<file path="src/rtl/hbw_pkg.sv">
package hbw_pkg;
  localparam int BUS_AW_DEF  = 22;
  localparam int MEM_AW_DEF  = 19;
  localparam int DATA_W_DEF  = 8;
  localparam int SYNC_N_DEF  = 2;
  localparam int TAG_W_DEF   = BUS_AW_DEF - MEM_AW_DEF;
  localparam logic [TAG_W_DEF-1:0] WIN_TAG_DEF = 3'b011;

  // bit order of the synchronised strobe vector
  localparam int STB_M1   = 2;
  localparam int STB_MREQ = 1;
  localparam int STB_WR   = 0;
  localparam int STB_W    = 3;
endpackage

</file>
<file path="src/rtl/hbw_sync.sv">
module hbw_sync #(
  parameter int W = 3,
  parameter int STAGES = 2,
  parameter logic [W-1:0] RST_VAL = '1
) (
  input  logic         clk,
  input  logic         rst,
  input  logic [W-1:0] d,
  output logic [W-1:0] q
);
  logic [STAGES-1:0][W-1:0] stg;

  always_ff @(posedge clk) begin
    if (rst) begin
      stg <= {STAGES{RST_VAL}};
    end else begin
      stg[0] <= d;
      for (int i = 1; i < STAGES; i++) stg[i] <= stg[i-1];
    end
  end

  assign q = stg[STAGES-1];

  // stages return to the idle level after reset
  a_r1_sync_idle: assert property (@(posedge clk) rst |=> (q == RST_VAL));
endmodule

</file>
<file path="src/rtl/hbw_window.sv">
module hbw_window #(
  parameter int BUS_AW = 22,
  parameter int MEM_AW = 19,
  parameter logic [BUS_AW-MEM_AW-1:0] TAG = 3'b011
) (
  input  logic [BUS_AW-1:0] addr,
  output logic              hit,
  output logic [MEM_AW-1:0] offs
);
  localparam int TAG_W = BUS_AW - MEM_AW;
  logic [TAG_W-1:0] tag_bits;

  assign tag_bits = addr[BUS_AW-1:MEM_AW];
  assign hit      = (tag_bits == TAG);
  assign offs     = addr[MEM_AW-1:0];
endmodule

</file>
<file path="src/rtl/hbw_pulse.sv">
module hbw_pulse #(
  parameter int MEM_AW = 19,
  parameter int DATA_W = 8
) (
  input  logic              clk,
  input  logic              rst,
  input  logic              qual,
  input  logic              hit,
  input  logic [MEM_AW-1:0] offs,
  input  logic [DATA_W-1:0] data,
  output logic              we,
  output logic [MEM_AW-1:0] addr,
  output logic [DATA_W-1:0] wdata
);
  logic qual_q;
  logic fire;

  assign fire = qual & ~qual_q & hit;

  always_ff @(posedge clk) begin
    if (rst) begin
      qual_q <= 1'b0;
      we     <= 1'b0;
      addr   <= '0;
      wdata  <= '0;
    end else begin
      qual_q <= qual;
      we     <= fire;
      if (fire) begin
        addr  <= offs;
        wdata <= data;
      end
    end
  end

  // enable low after reset
  a_r1_we_low: assert property (@(posedge clk) rst |=> !we);
  // a pulse lasts one cycle
  a_r2_one_cycle: assert property (@(posedge clk) disable iff (rst) we |=> !we);
  // outputs hold when no write is issued
  a_r8_hold: assert property (@(posedge clk) disable iff (rst)
    !we |-> ($stable(addr) && $stable(wdata)));
endmodule

</file>
<file path="src/rtl/host_write_bridge.sv">
module host_write_bridge
  import hbw_pkg::*;
#(
  parameter int BUS_AW = BUS_AW_DEF,
  parameter int MEM_AW = MEM_AW_DEF,
  parameter int DATA_W = DATA_W_DEF,
  parameter int SYNC_N = SYNC_N_DEF,
  parameter logic [BUS_AW-MEM_AW-1:0] WIN_TAG = WIN_TAG_DEF
) (
  input  logic              clk,
  input  logic              rst,
  input  logic [BUS_AW-1:0] bus_addr,
  input  logic [DATA_W-1:0] bus_data,
  input  logic              bus_m1_n,
  input  logic              bus_mreq_n,
  input  logic              bus_wr_n,
  output logic              mem_we,
  output logic [MEM_AW-1:0] mem_addr,
  output logic [DATA_W-1:0] mem_wdata
);
  localparam int LAT = SYNC_N + 1;

  logic [STB_W-1:0]  stb_raw;
  logic [STB_W-1:0]  stb_s;
  logic              qual;
  logic              hit;
  logic [MEM_AW-1:0] offs;

  always_comb begin
    stb_raw           = '1;
    stb_raw[STB_M1]   = bus_m1_n;
    stb_raw[STB_MREQ] = bus_mreq_n;
    stb_raw[STB_WR]   = bus_wr_n;
  end

  hbw_sync #(.W(STB_W), .STAGES(SYNC_N), .RST_VAL({STB_W{1'b1}})) u_sync (
    .clk(clk), .rst(rst), .d(stb_raw), .q(stb_s)
  );

  assign qual = stb_s[STB_M1] & ~stb_s[STB_MREQ] & ~stb_s[STB_WR];

  hbw_window #(.BUS_AW(BUS_AW), .MEM_AW(MEM_AW), .TAG(WIN_TAG)) u_win (
    .addr(bus_addr), .hit(hit), .offs(offs)
  );

  hbw_pulse #(.MEM_AW(MEM_AW), .DATA_W(DATA_W)) u_pulse (
    .clk(clk), .rst(rst), .qual(qual), .hit(hit), .offs(offs), .data(bus_data),
    .we(mem_we), .addr(mem_addr), .wdata(mem_wdata)
  );

  // a pulse follows an address inside the window
  a_r4_window_only: assert property (@(posedge clk) disable iff (rst)
    mem_we |-> ($past(bus_addr[BUS_AW-1:MEM_AW]) == WIN_TAG));
  // the strobes seen LAT cycles earlier formed a memory write
  a_r5_write_kind: assert property (@(posedge clk) disable iff (rst)
    mem_we |-> ($past(bus_m1_n, 3) && !$past(bus_mreq_n, 3) && !$past(bus_wr_n, 3)));
  // forwarded offset matches the bus at the detection cycle
  a_r3_addr_fwd: assert property (@(posedge clk) disable iff (rst)
    mem_we |-> (mem_addr == $past(bus_addr[MEM_AW-1:0])));

  initial begin
    a_lat_cfg: assert (LAT == 3);
  end
endmodule

</file>
<file path="config.mk">
export PLATFORM = sky130hd
export DESIGN_NAME = host_write_bridge
export DESIGN_NICKNAME = d
export VERILOG_FILES = /design/src/rtl/hbw_pkg.sv /design/src/rtl/hbw_sync.sv /design/src/rtl/hbw_window.sv /design/src/rtl/hbw_pulse.sv /design/src/rtl/host_write_bridge.sv
export SDC_FILE = /design/constraint.sdc
export NUM_CORES = 1
export LEC_CHECK = 0
export BUFFER_PORTS_ARGS = -buffer_cell sky130_fd_sc_hd__buf_2
export CAP_MARGIN = 20
export CORE_MARGIN = 2
export CORE_UTILIZATION = 43
export DETAILED_ROUTE_END_ITERATION = 7
export PLACE_DENSITY_LB_ADDON = 0.08
export SLEW_MARGIN = 30
export SYNTH_ARGS = -nofsm -noshare
export SYNTH_HDL_FRONTEND = slang
export SYNTH_HIERARCHICAL = 1
export SYNTH_SLANG_ARGS = --single-unit
</file>
<file path="constraint.sdc">
create_clock -name clk -period 1.3 [get_ports clk]
set_input_delay 0.195 -clock clk [delete_from_list [all_inputs] [get_ports clk]]
set_output_delay 0.195 -clock clk [all_outputs]
set_load 0.01 [all_outputs]
</file>
* Word-level counts from Yosys, hierarchy flattened
Cells that the tools add are included.
** Word-level totals
- Register bits :: 35
- Input bits :: 35
- Output and inout port bits :: 28
** Cells by class
- Equal/unequal tests :: 1
- Bitwise gates (word level) :: 7
** Operators by type and width (number)
- $and 1x1->1 :: 4
- $eq 3x2->1 const B :: 1
- $not 1->1 :: 3

* Logic depth before layout (Yosys ltp)
Gate-level depths: netlist of run 1.
- Depth in word-level cells :: 5
- Depth in mapped cells :: 6
- Mapped depth without buffers :: 3

* Hierarchy
Netlist of run 1, hierarchy kept.
** By module, submodules not included
- hbw_pulse :: instances 1, cells each 122, area an instance 1285.0 sq um
- hbw_sync :: instances 1, cells each 15, area an instance 180.2 sq um
- hbw_window :: instances 1, cells each 20, area an instance 151.4 sq um
- host_write_bridge :: instances 1, cells each 1, area an instance 12.5 sq um

* Worst setup path before layout of run 1
No wires, ideal clock.
- Kind :: register to register
- Start point :: register u_sync.stg, in the netlist u_sync/q[1]
- End point :: register u_pulse.addr[0]
- Library setup time :: 0.072 ns
- Arrival :: 1.191 ns
- Required time :: 1.228 ns
- Setup slack :: 0.037 ns
- Cell stages (with the launch flop) :: 7
- Path buffers :: 3
- Cell sequence :: dfxtp_1 > buf_4 > nor3b_2 > and3b_1 > buf_6 > buf_12 > mux2i_1
** On the way
- Longest elaborated chain between the ends :: 5
** Ends and longest elaborated chain
- start: declaration :: RTL line hbw_sync.sv:11 : logic [STAGES-1:0][W-1:0] stg;
- start signal: assignment :: RTL line hbw_sync.sv:15 : stg <= {STAGES{RST_VAL}};
- $not 1->1 :: RTL line host_write_bridge.sv:40 : assign qual = stb_s[STB_M1] & ~stb_s[STB_MREQ] & ~stb_s[STB_WR];
- $and 1x1->1 (2 in series) :: RTL line host_write_bridge.sv:40
- net qual :: RTL line host_write_bridge.sv:25 : logic qual;
- $and 1x1->1 (2 in series) :: RTL line hbw_pulse.sv:18 : assign fire = qual & ~qual_q & hit;
- end signal: assignment :: RTL line hbw_pulse.sv:30 : addr <= offs;
- end: declaration :: RTL line hbw_pulse.sv:12 : output logic [MEM_AW-1:0] addr,
The timed path passes the listed nets, and every way through them passes these cells.
A chain may end at the register's enable or synchronous reset.

* Final worst setup path of run 1
- Start point :: register u_sync.stg, in the netlist u_sync/q[1]
- End point :: register u_pulse.wdata[1]
** On the way
- Longest elaborated chain between the ends :: 5
** Ends and longest elaborated chain
- $not 1->1 :: RTL line host_write_bridge.sv:40
- $and 1x1->1 (2 in series) :: RTL line host_write_bridge.sv:40
- net qual :: RTL line host_write_bridge.sv:25
- $and 1x1->1 (2 in series) :: RTL line hbw_pulse.sv:18
- end signal: assignment :: RTL line hbw_pulse.sv:31 : wdata <= data;
- end: declaration :: RTL line hbw_pulse.sv:13 : output logic [DATA_W-1:0] wdata
The timed path passes the listed nets, and every way through them passes these cells.

==> results of run 1 <==
-- worst min path at each step --
stage / end / slack, ns / cells past startpoint
global placement: u_sync/stg[0] / 0.37 / 2
floorplan: u_sync/stg[0] / 0.29 / 1
global route: u_sync/stg[2] / 0.09 / 2
CTS: u_sync/stg[1] / 0.09 / 2
detailed placement: u_sync/stg[1] / 0.38 / 2
finish: u_sync/stg[1] / 0.1 / 2
-- power breakdown --
part	switching, mW	leakage, nW	internal [mW]
logic	0.0460	0.499	0.0824
clock network	0.356	0.0515	0.483
registers	0.00251	0.283	1.08
total	0.405	0.834	1.65
-- flip-flops by register name (all words and copies together) (netlist names) --
name	cells
u_pulse/addr	19
u_pulse/wdata	8
u_sync/q	3
u_sync/stg	3
u_pulse/qual_q	1
u_pulse/we	1
-- kinds of logic after synthesis --
logic type / share of synthesized area
muxes: 0.166
and+or+nand+nor: 0.257
buffers and inverters: 0.147
DFF: 0.430
-- layer usage --
layer / part of all wire / vias to the layer above / GRT usage
met2: 0.48 / 37 / 0.209
met1: 0.44 / 472 / 0.146
met4: 0.0046 / 0 / 0.0625
met3: 0.069 / 2 / 0.0479
li1: - / 559 / -
met5: 0 / - / 0
-- cells in the final DEF (no fill, tap or decap) --
master,netlist,layout
nor3b_2,1,1
buf_12,2,2
mux2i_1,27,27
clkbuf_8,0,7
buf_4,22,2
or2_1,6,6
nor2b_1,2,2
dfxtp_1,35,35
and3b_2,0,1
clkbuf_1,5,1
buf_2,1,62
nand2b_1,54,54
and3b_1,2,1
-- worst register-to-register path, stage by stage, from the launching register on --
cell	delay, ns
dfxtp_1	0.30
nor3b_2	0.18
and3b_2	0.25
buf_12	0.18
mux2i_1	0.20
-- cell type report --
class | instances | area (um2) | area share
clock buffers | 8 | 100 | 0.0523
multi-input cells | 92 | 689 | 0.360
flip-flops and latches | 35 | 701 | 0.366
well taps | 48 | 60.1 | 0.0314
repair buffers | 66 | 365 | 0.191
-- per-stage QoR --
stage	setup slack (ns)	total power, mW
after global routing	0.0487	2.16
after detailed placement	0.111	1.24
final	0.116	2.05
after global placement	0.144	1.24
after CTS	0.0958	2.09
after floorplan	0.0375	1.22
==> results.json, run 1 <==
{
  "status": "completed",
  "start_util": 0.445,
  "num_vias": 1070,
  "n_antenna_cell": 0,
  "cp.depth": 4,
  "synth_top_area_share": 0.430,
  "io_buffers": 62,
  "r2r-start": "u_sync/q[1]",
  "core_mm2": 0.00366,
  "final_area_mm2": 0.00192,
  "reg2reg_depth": 4,
  "nets": 235,
  "drc_errors": 0,
  "gr-usage-all-layers": 0.128,
  "first_global_vias": 997,
  "leakage_nw": 0.834,
  "critPathMaxFanout": 16,
  "tightest_slew_ns": 0.175,
  "skew_ns": 0.00605,
  "r2r-end": "u_pulse/wdata[1]",
  "cp-startpoint": "u_sync/q[1]",
  "cts-hold-fix-buffers": 0,
  "syn_inst": 158,
  "worst-r2r-setup-slack_ns": 0.12,
  "critPathLaunchType": "register",
  "cp_top_family": "simple AND/OR/NAND/NOR gates",
  "drt-pass1-iter-count": 4,
  "fillerInstances": 339,
  "fin_hold_ws_ns": 0.0993,
  "slew_headroom": 0.883,
  "setup_viol": 0,
  "cts_buffers": 5,
  "ant_nets": 0,
  "hold_violations": 0,
  "async_flop_share": 0,
  "wl_um": 2600,
  "synth_area_mm2": 0.00163,
  "synth_area_leaders": "dfxtp_1, nand2b_1, mux2i_1",
  "grt_max_degree": 63,
  "yosysUniqueCellTypes": 12,
  "crit_required_ns": 1.50,
  "cts_max_path_buffers": 2,
  "htreeDepth": 2,
  "setup-tns-final_ns": 0,
  "drtIter0Drc": 44,
  "max_stage_delay_ns": 0.30,
  "routedWlPerCell_um": 10.4,
  "crit_chain": "nor3b_2, and3b_2, buf_12, mux2i_1",
  "post-cts-setup-buffers": 0,
  "dp_cells": 241,
  "clock_latency_ns": 0.28,
  "max_freq_ghz": 0.845,
  "cp.arrival_ns": 1.38,
  "cts-root-buf": "clkbuf_8",
  "ys_top_cells_by_count": "nand2b_1, dfxtp_1, mux2i_1",
  "synth_edf_count": 0,
  "cp_num_buf_inv": 1,
  "antenna_found_initial": 0,
  "power_per_cell_area_mw_per_mm2": 1070,
  "drv_cap": 0,
  "grt_pass1_wl_um": 4130,
  "hpwl_um": 1860,
  "die_h_um": 65.6,
  "cts_num_sinks": 35,
  "rsz0062_at_grt": "no",
  "io_pins": 63,
  "syn2layout_area_growth_pct": 17.6,
  "utilization": 0.523,
  "min_from": "bus_mreq_n",
  "synth-seq-area-share": 0.430,
  "die_w_um": 65.6,
  "postPlaceCellArea_mm2": 0.00182,
  "std_cell_rows": 22,
  "cp-end-kind": "register",
  "layout-drive-gt1-share": 0.373,
  "critPathKind": "register to register",
  "endpoint": "u_pulse/wdata[1]",
  "ys_warn_count": 6,
  "critPathSlowestCell": "dfxtp_1",
  "overflow": 0,
  "clk_pin_slew_worst_paths_ns": 0.06,
  "yosys.area.top_type": "dfxtp_1",
  "gp_congestion": 0.594,
  "cts_resized": 0,
  "ir_worst_vdd_v": 0.000608,
  "synth-seq-cells": 35,
  "fin_crit_ns": 1.18,
  "hold_class": "primary input to register",
  "fin_cells": 249,
  "fp.dieArea_mm2": 0.00430,
  "synth_ff_type": "dfxtp_1",
  "synth_area_per_cell_um2": 10.3,
  "post_drt_via_cell_ratio": 4.30,
  "syn_nets": 193,
  "cts_tree": "yes",
  "min_period_over_period": 0.911,
  "finalMaxSlewViolations": 0,
  "yosysMostFrequentCell": "nand2b_1"
}
Note: power is estimated with default switching activity, not from simulation.
==> run 2: changes to the inputs <==
CAP_MARGIN = not set   (was 20)
CORE_UTILIZATION = 35   (was 43)
==> results.json, run 2 (same netlist as run 1, synthesis figures left out) <==
{
  "io_buffers": 62,
  "cp.depth": 4,
  "utilization": 0.436,
  "post_drt_via_cell_ratio": 4.27,
  "first_global_vias": 1073,
  "die_w_um": 72.2,
  "worst-r2r-setup-slack_ns": 0.09,
  "clk_pin_slew_worst_paths_ns": 0.07,
  "grt_pass1_wl_um": 4580,
  "layout_commonest_cell": "buf_2",
  "ant_nets": 0,
  "drc_errors": 0,
  "cp-end-kind": "register",
  "fin_cells": 252,
  "dp_cells": 244,
  "min_period_over_period": 0.929,
  "syn2layout_area_growth_pct": 18.2,
  "skew_ns": 0.00509,
  "core_mm2": 0.00441,
  "num_vias": 1077,
  "critPathLaunchType": "register",
  "n_antenna_cell": 0,
  "gr-usage-all-layers": 0.114,
  "regMostFlops": "u_pulse/addr",
  "hold_class": "primary input to register",
  "ir_worst_vdd_v": 0.000501,
  "post-cts-setup-buffers": 0,
  "fin_crit_ns": 1.21,
  "wl_um": 2760,
  "cts-root-buf": "clkbuf_8",
  "gp_congestion": 0.686,
  "cts_buffers": 5,
  "leakage_nw": 0.831,
  "max_stage_delay_ns": 0.31,
  "drt-pass1-iter-count": 4,
  "critPathMaxFanout": 17,
  "endpoint": "u_pulse/addr[3]",
  "htreeDepth": 2,
  "hpwl_um": 1940,
  "reg2reg_depth": 4,
  "slew_headroom": 0.881,
  "dp_slack_ns": 0.0756,
  "rsz0062_at_grt": "yes",
  "hold_violations": 0,
  "fin_ws_ns": 0.0919,
  "finalMaxSlewViolations": 0,
  "drtIter0Drc": 45,
  "nets": 234,
  "cts_tree": "yes",
  "tightest_slew_ns": 0.179,
  "cts_num_sinks": 35,
  "routedWlPerCell_um": 11.0,
  "layout-drive-gt1-share": 0.370,
  "max_freq_ghz": 0.828,
  "grt_max_degree": 63,
  "r2r-end": "u_pulse/addr[3]",
  "crit_chain": "nor3b_2, and3b_2, buf_12, mux2i_1",
  "critPathSlowestCell": "dfxtp_1",
  "cp-startpoint": "u_sync/q[1]",
  "io_pins": 63,
  "antenna_found_initial": 0,
  "r2r-start": "u_sync/q[1]",
  "power_per_cell_area_mw_per_mm2": 1070,
  "layout_common_cells": "buf_2, nand2b_1, dfxtp_1",
  "cp_num_buf_inv": 1,
  "cp.arrival_ns": 1.41,
  "cp_top_family": "simple AND/OR/NAND/NOR gates",
  "fp.dieArea_mm2": 0.00522,
  "overflow": 0,
  "cts_max_path_buffers": 2,
  "cts-hold-fix-buffers": 0,
  "cts_resized": 0,
  "crit_required_ns": 1.51,
  "reg_top3": "u_pulse/addr (19), u_pulse/wdata (8)",
  "critPathKind": "register to register",
  "status": "completed",
  "start_util": 0.369,
  "largest_register_ffs": 19,
  "die_h_um": 72.2,
  "drv_cap": 0,
  "setup_viol": 0,
  "clock_latency_ns": 0.28,
  "std_cell_rows": 24
}
==> run 2: metrics by stage <==
step,power [mW],TNS (ns),area (um2),hold WS (ns)
6_report,2.05,0,1930,0.0955
2_1_floorplan,1.22,0,1630,0.292
5_1_grt,2.16,-0.103,1930,0.0837
3_5_place_dp,1.24,0,1830,0.378
4_1_cts,2.10,0,1930,0.0827
3_3_place_gp,1.24,0,1830,0.376
==> run 2: how the worst min path moves through the flow <==
stage	startpoint	endpoint	slack, ns	depth (start not counted)
2_1_floorplan	bus_wr_n	u_sync/stg[0]	0.29	1
3_3_place_gp	bus_wr_n	u_sync/stg[0]	0.38	2
3_5_place_dp	bus_m1_n	u_sync/stg[2]	0.38	2
4_1_cts	bus_m1_n	u_sync/stg[2]	0.08	2
5_1_grt	bus_mreq_n	u_sync/stg[1]	0.08	2
6_report	bus_m1_n	u_sync/stg[2]	0.1	2
==> run 2: area by class of cell <==
class | instances | area [um2]
Fill cell | 460 | 2490
Sequential cell | 35 | 701
Multi-Input combinational cell | 92 | 689
Timing Repair Buffer | 65 | 370
Clock buffer | 8 | 100
Tap cell | 52 | 65.1
==> run 2: routing by layer <==
metal / share of wire / GRT usage / wire length (um)
met1: 0.42 / 0.121 / 1160
met2: 0.49 / 0.189 / 1350
met3: 0.085 / 0.0694 / 236
met4: 0.0062 / 0.0377 / 17
met5: 0 / 0 / 0
==> run 2: report_power, final <==
group          total, mW  internal, mW  switching [mW]
Combinational      0.130        0.0826          0.0473
Clock              0.841         0.483           0.358
Sequential          1.08          1.08         0.00239
==> run 3: changes to the inputs <==
ABC_AREA = 1   (was not set)
==> results.json, run 3 <==
{
  "status": "completed",
  "reg_top3": "u_pulse/addr (19), u_pulse/wdata (8)",
  "fin_crit_ns": 1.09,
  "cts_max_path_buffers": 2,
  "cts-hold-fix-buffers": 0,
  "layout-drive-gt1-share": 0.365,
  "slew_headroom": 0.704,
  "ir_worst_vdd_v": 0.000368,
  "drt-pass1-iter-count": 4,
  "max_freq_ghz": 0.915,
  "num_vias": 1205,
  "cts_buffers": 5,
  "skew_ns": 0.00261,
  "io_buffers": 62,
  "synth_area_per_cell_um2": 7.15,
  "power_per_cell_area_mw_per_mm2": 1030,
  "synth_area_mm2": 0.00159,
  "fin_ws_ns": 0.207,
  "gr-usage-all-layers": 0.113,
  "grt_pass1_wl_um": 4430,
  "n_antenna_cell": 0,
  "critPathKind": "register to register",
  "gp_congestion": 0.658,
  "regArea_um2": 701,
  "yosysMostFrequentCell": "nand2_1",
  "post-cts-setup-buffers": 0,
  "drtIter0Drc": 34,
  "cts-root-buf": "clkbuf_8",
  "htreeDepth": 2,
  "wl_um": 2670,
  "crit_required_ns": 1.48,
  "cts_num_sinks": 35,
  "hold_class": "primary input to register",
  "grt_max_degree": 40,
  "max_stage_delay_ns": 0.30,
  "min_period_over_period": 0.841,
  "critPathMaxFanout": 16,
  "syn2layout_area_growth_pct": 16.2,
  "total_power_mw": 1.91,
  "setup_viol": 0,
  "nets": 300,
  "core_mm2": 0.00438,
  "cts_tree": "yes",
  "antenna_found_initial": 0,
  "yosys.area.top_type": "dfxtp_1",
  "dp_slack_ns": 0.208,
  "fp.dieArea_mm2": 0.00511,
  "leakage_nw": 1.10,
  "synth_ff_type": "dfxtp_1",
  "cts_resized": 0,
  "multi_input_area_um2": 523,
  "post_drt_via_cell_ratio": 3.79,
  "routedWlPerCell_um": 8.40,
  "synth_area_leaders": "dfxtp_1, nand2_1, buf_4",
  "first_global_vias": 1073,
  "clk_pin_slew_worst_paths_ns": 0.07,
  "ant_nets": 0,
  "hold_violations": 0,
  "critPathLaunchType": "register",
  "largest_register_ffs": 19,
  "start_util": 0.364,
  "fillerInstances": 491,
  "setup-tns-final_ns": 0,
  "cp.arrival_ns": 1.27,
  "hpwl_um": 1880,
  "synth_edf_count": 0,
  "finalMaxSlewViolations": 0,
  "drc_errors": 0,
  "cp_common_cell": "nor2_2",
  "critPathSlowestCell": "dfxtp_1",
  "syn_inst": 223,
  "ys_warn_count": 6,
  "std_cell_rows": 24,
  "die_w_um": 71.5,
  "synth-seq-cells": 35,
  "cp_num_buf_inv": 2,
  "synth_top_area_share": 0.440,
  "ys_top_cells_by_count": "nand2_1, inv_1, nor2_1",
  "drv_cap": 0,
  "overflow": 0,
  "async_flop_share": 0,
  "cp-end-kind": "register",
  "tightest_slew_ns": 0.443,
  "die_h_um": 71.5,
  "synth-seq-area-share": 0.440,
  "clock_latency_ns": 0.28,
  "io_pins": 63,
  "regMostFlops": "u_pulse/addr",
  "crit_chain": "inv_1, nand2_1, nor2_2, nand3_4, buf_4, nor2_1, nor2_2",
  "rsz0062_at_grt": "no",
  "layout_common_cells": "nand2_1, buf_2, inv_1, nor2_1, dfxtp_1",
  "cp_top_family": "simple AND/OR/NAND/NOR gates",
  "syn_nets": 258,
  "yosysUniqueCellTypes": 10
}
## run 3: cell count changes in the layout (fill, tap and decap cells not counted), sizes merged, moves of 6 or more
cell	change
mux2i	-27
nor2	+58
or2	-6
inv	+38
nand2	+62
nand2b	-54
## run 3: logic make-up after synthesis
family,Yosys count,synth area share
flip-flops,35,0.440
AND/OR/NAND/NOR,121,0.328
buffers and inverters,67,0.232
## run 3: worst paths after layout
check	start	to	slack, ns	depth (start not counted)
max	u_sync/q[1]	u_pulse/wdata[2]	0.21	7
min	bus_mreq_n	u_sync/stg[1]	0.08	3
max reg2reg	u_sync/q[1]	u_pulse/wdata[2]	0.21	7
min reg2reg	u_sync/stg[0]	u_sync/q[0]	0.41	2
## run 3: metrics by stage
stage | area [um2] | util | std cells | hold slack [ns]
after floorplan | 1590 | - | 223 | 0.266
after global placement | 1770 | 0.404 | 310 | 0.371
after detailed placement | 1770 | 0.404 | 310 | 0.368
after CTS | 1850 | 0.423 | 318 | 0.0695
after global routing | 1850 | 0.423 | 318 | 0.0706
final | 1850 | 0.423 | 318 | 0.0831
## run 3: final cells by class
cell class,instances,share of cell area
inverter,38,0.0770
tap,52,0.0351
multi-input combinational,121,0.282
sequential,35,0.378
timing repair buffer,64,0.182
clock inverter,3,0.00810
clock buffer,5,0.0371
## run 3: tightest hold or removal path, cell delays in order
cell     delay, ns
buf_2         0.07
inv_1         0.03
nand2_1       0.04
## run 3: where the power goes
part	internal, mW	switching (mW)	leakage, nW
registers	1.08	0.00276	0.283
clock network	0.366	0.372	0.0477
logic	0.0437	0.0411	0.773
total	1.49	0.416	1.10
## run 3: per-layer routing
layer | GRT usage | part of all wire
met5 | 0 | 0
met4 | 0.0629 | 0.015
met3 | 0.0549 | 0.093
met2 | 0.162 | 0.39
met1 | 0.139 | 0.51
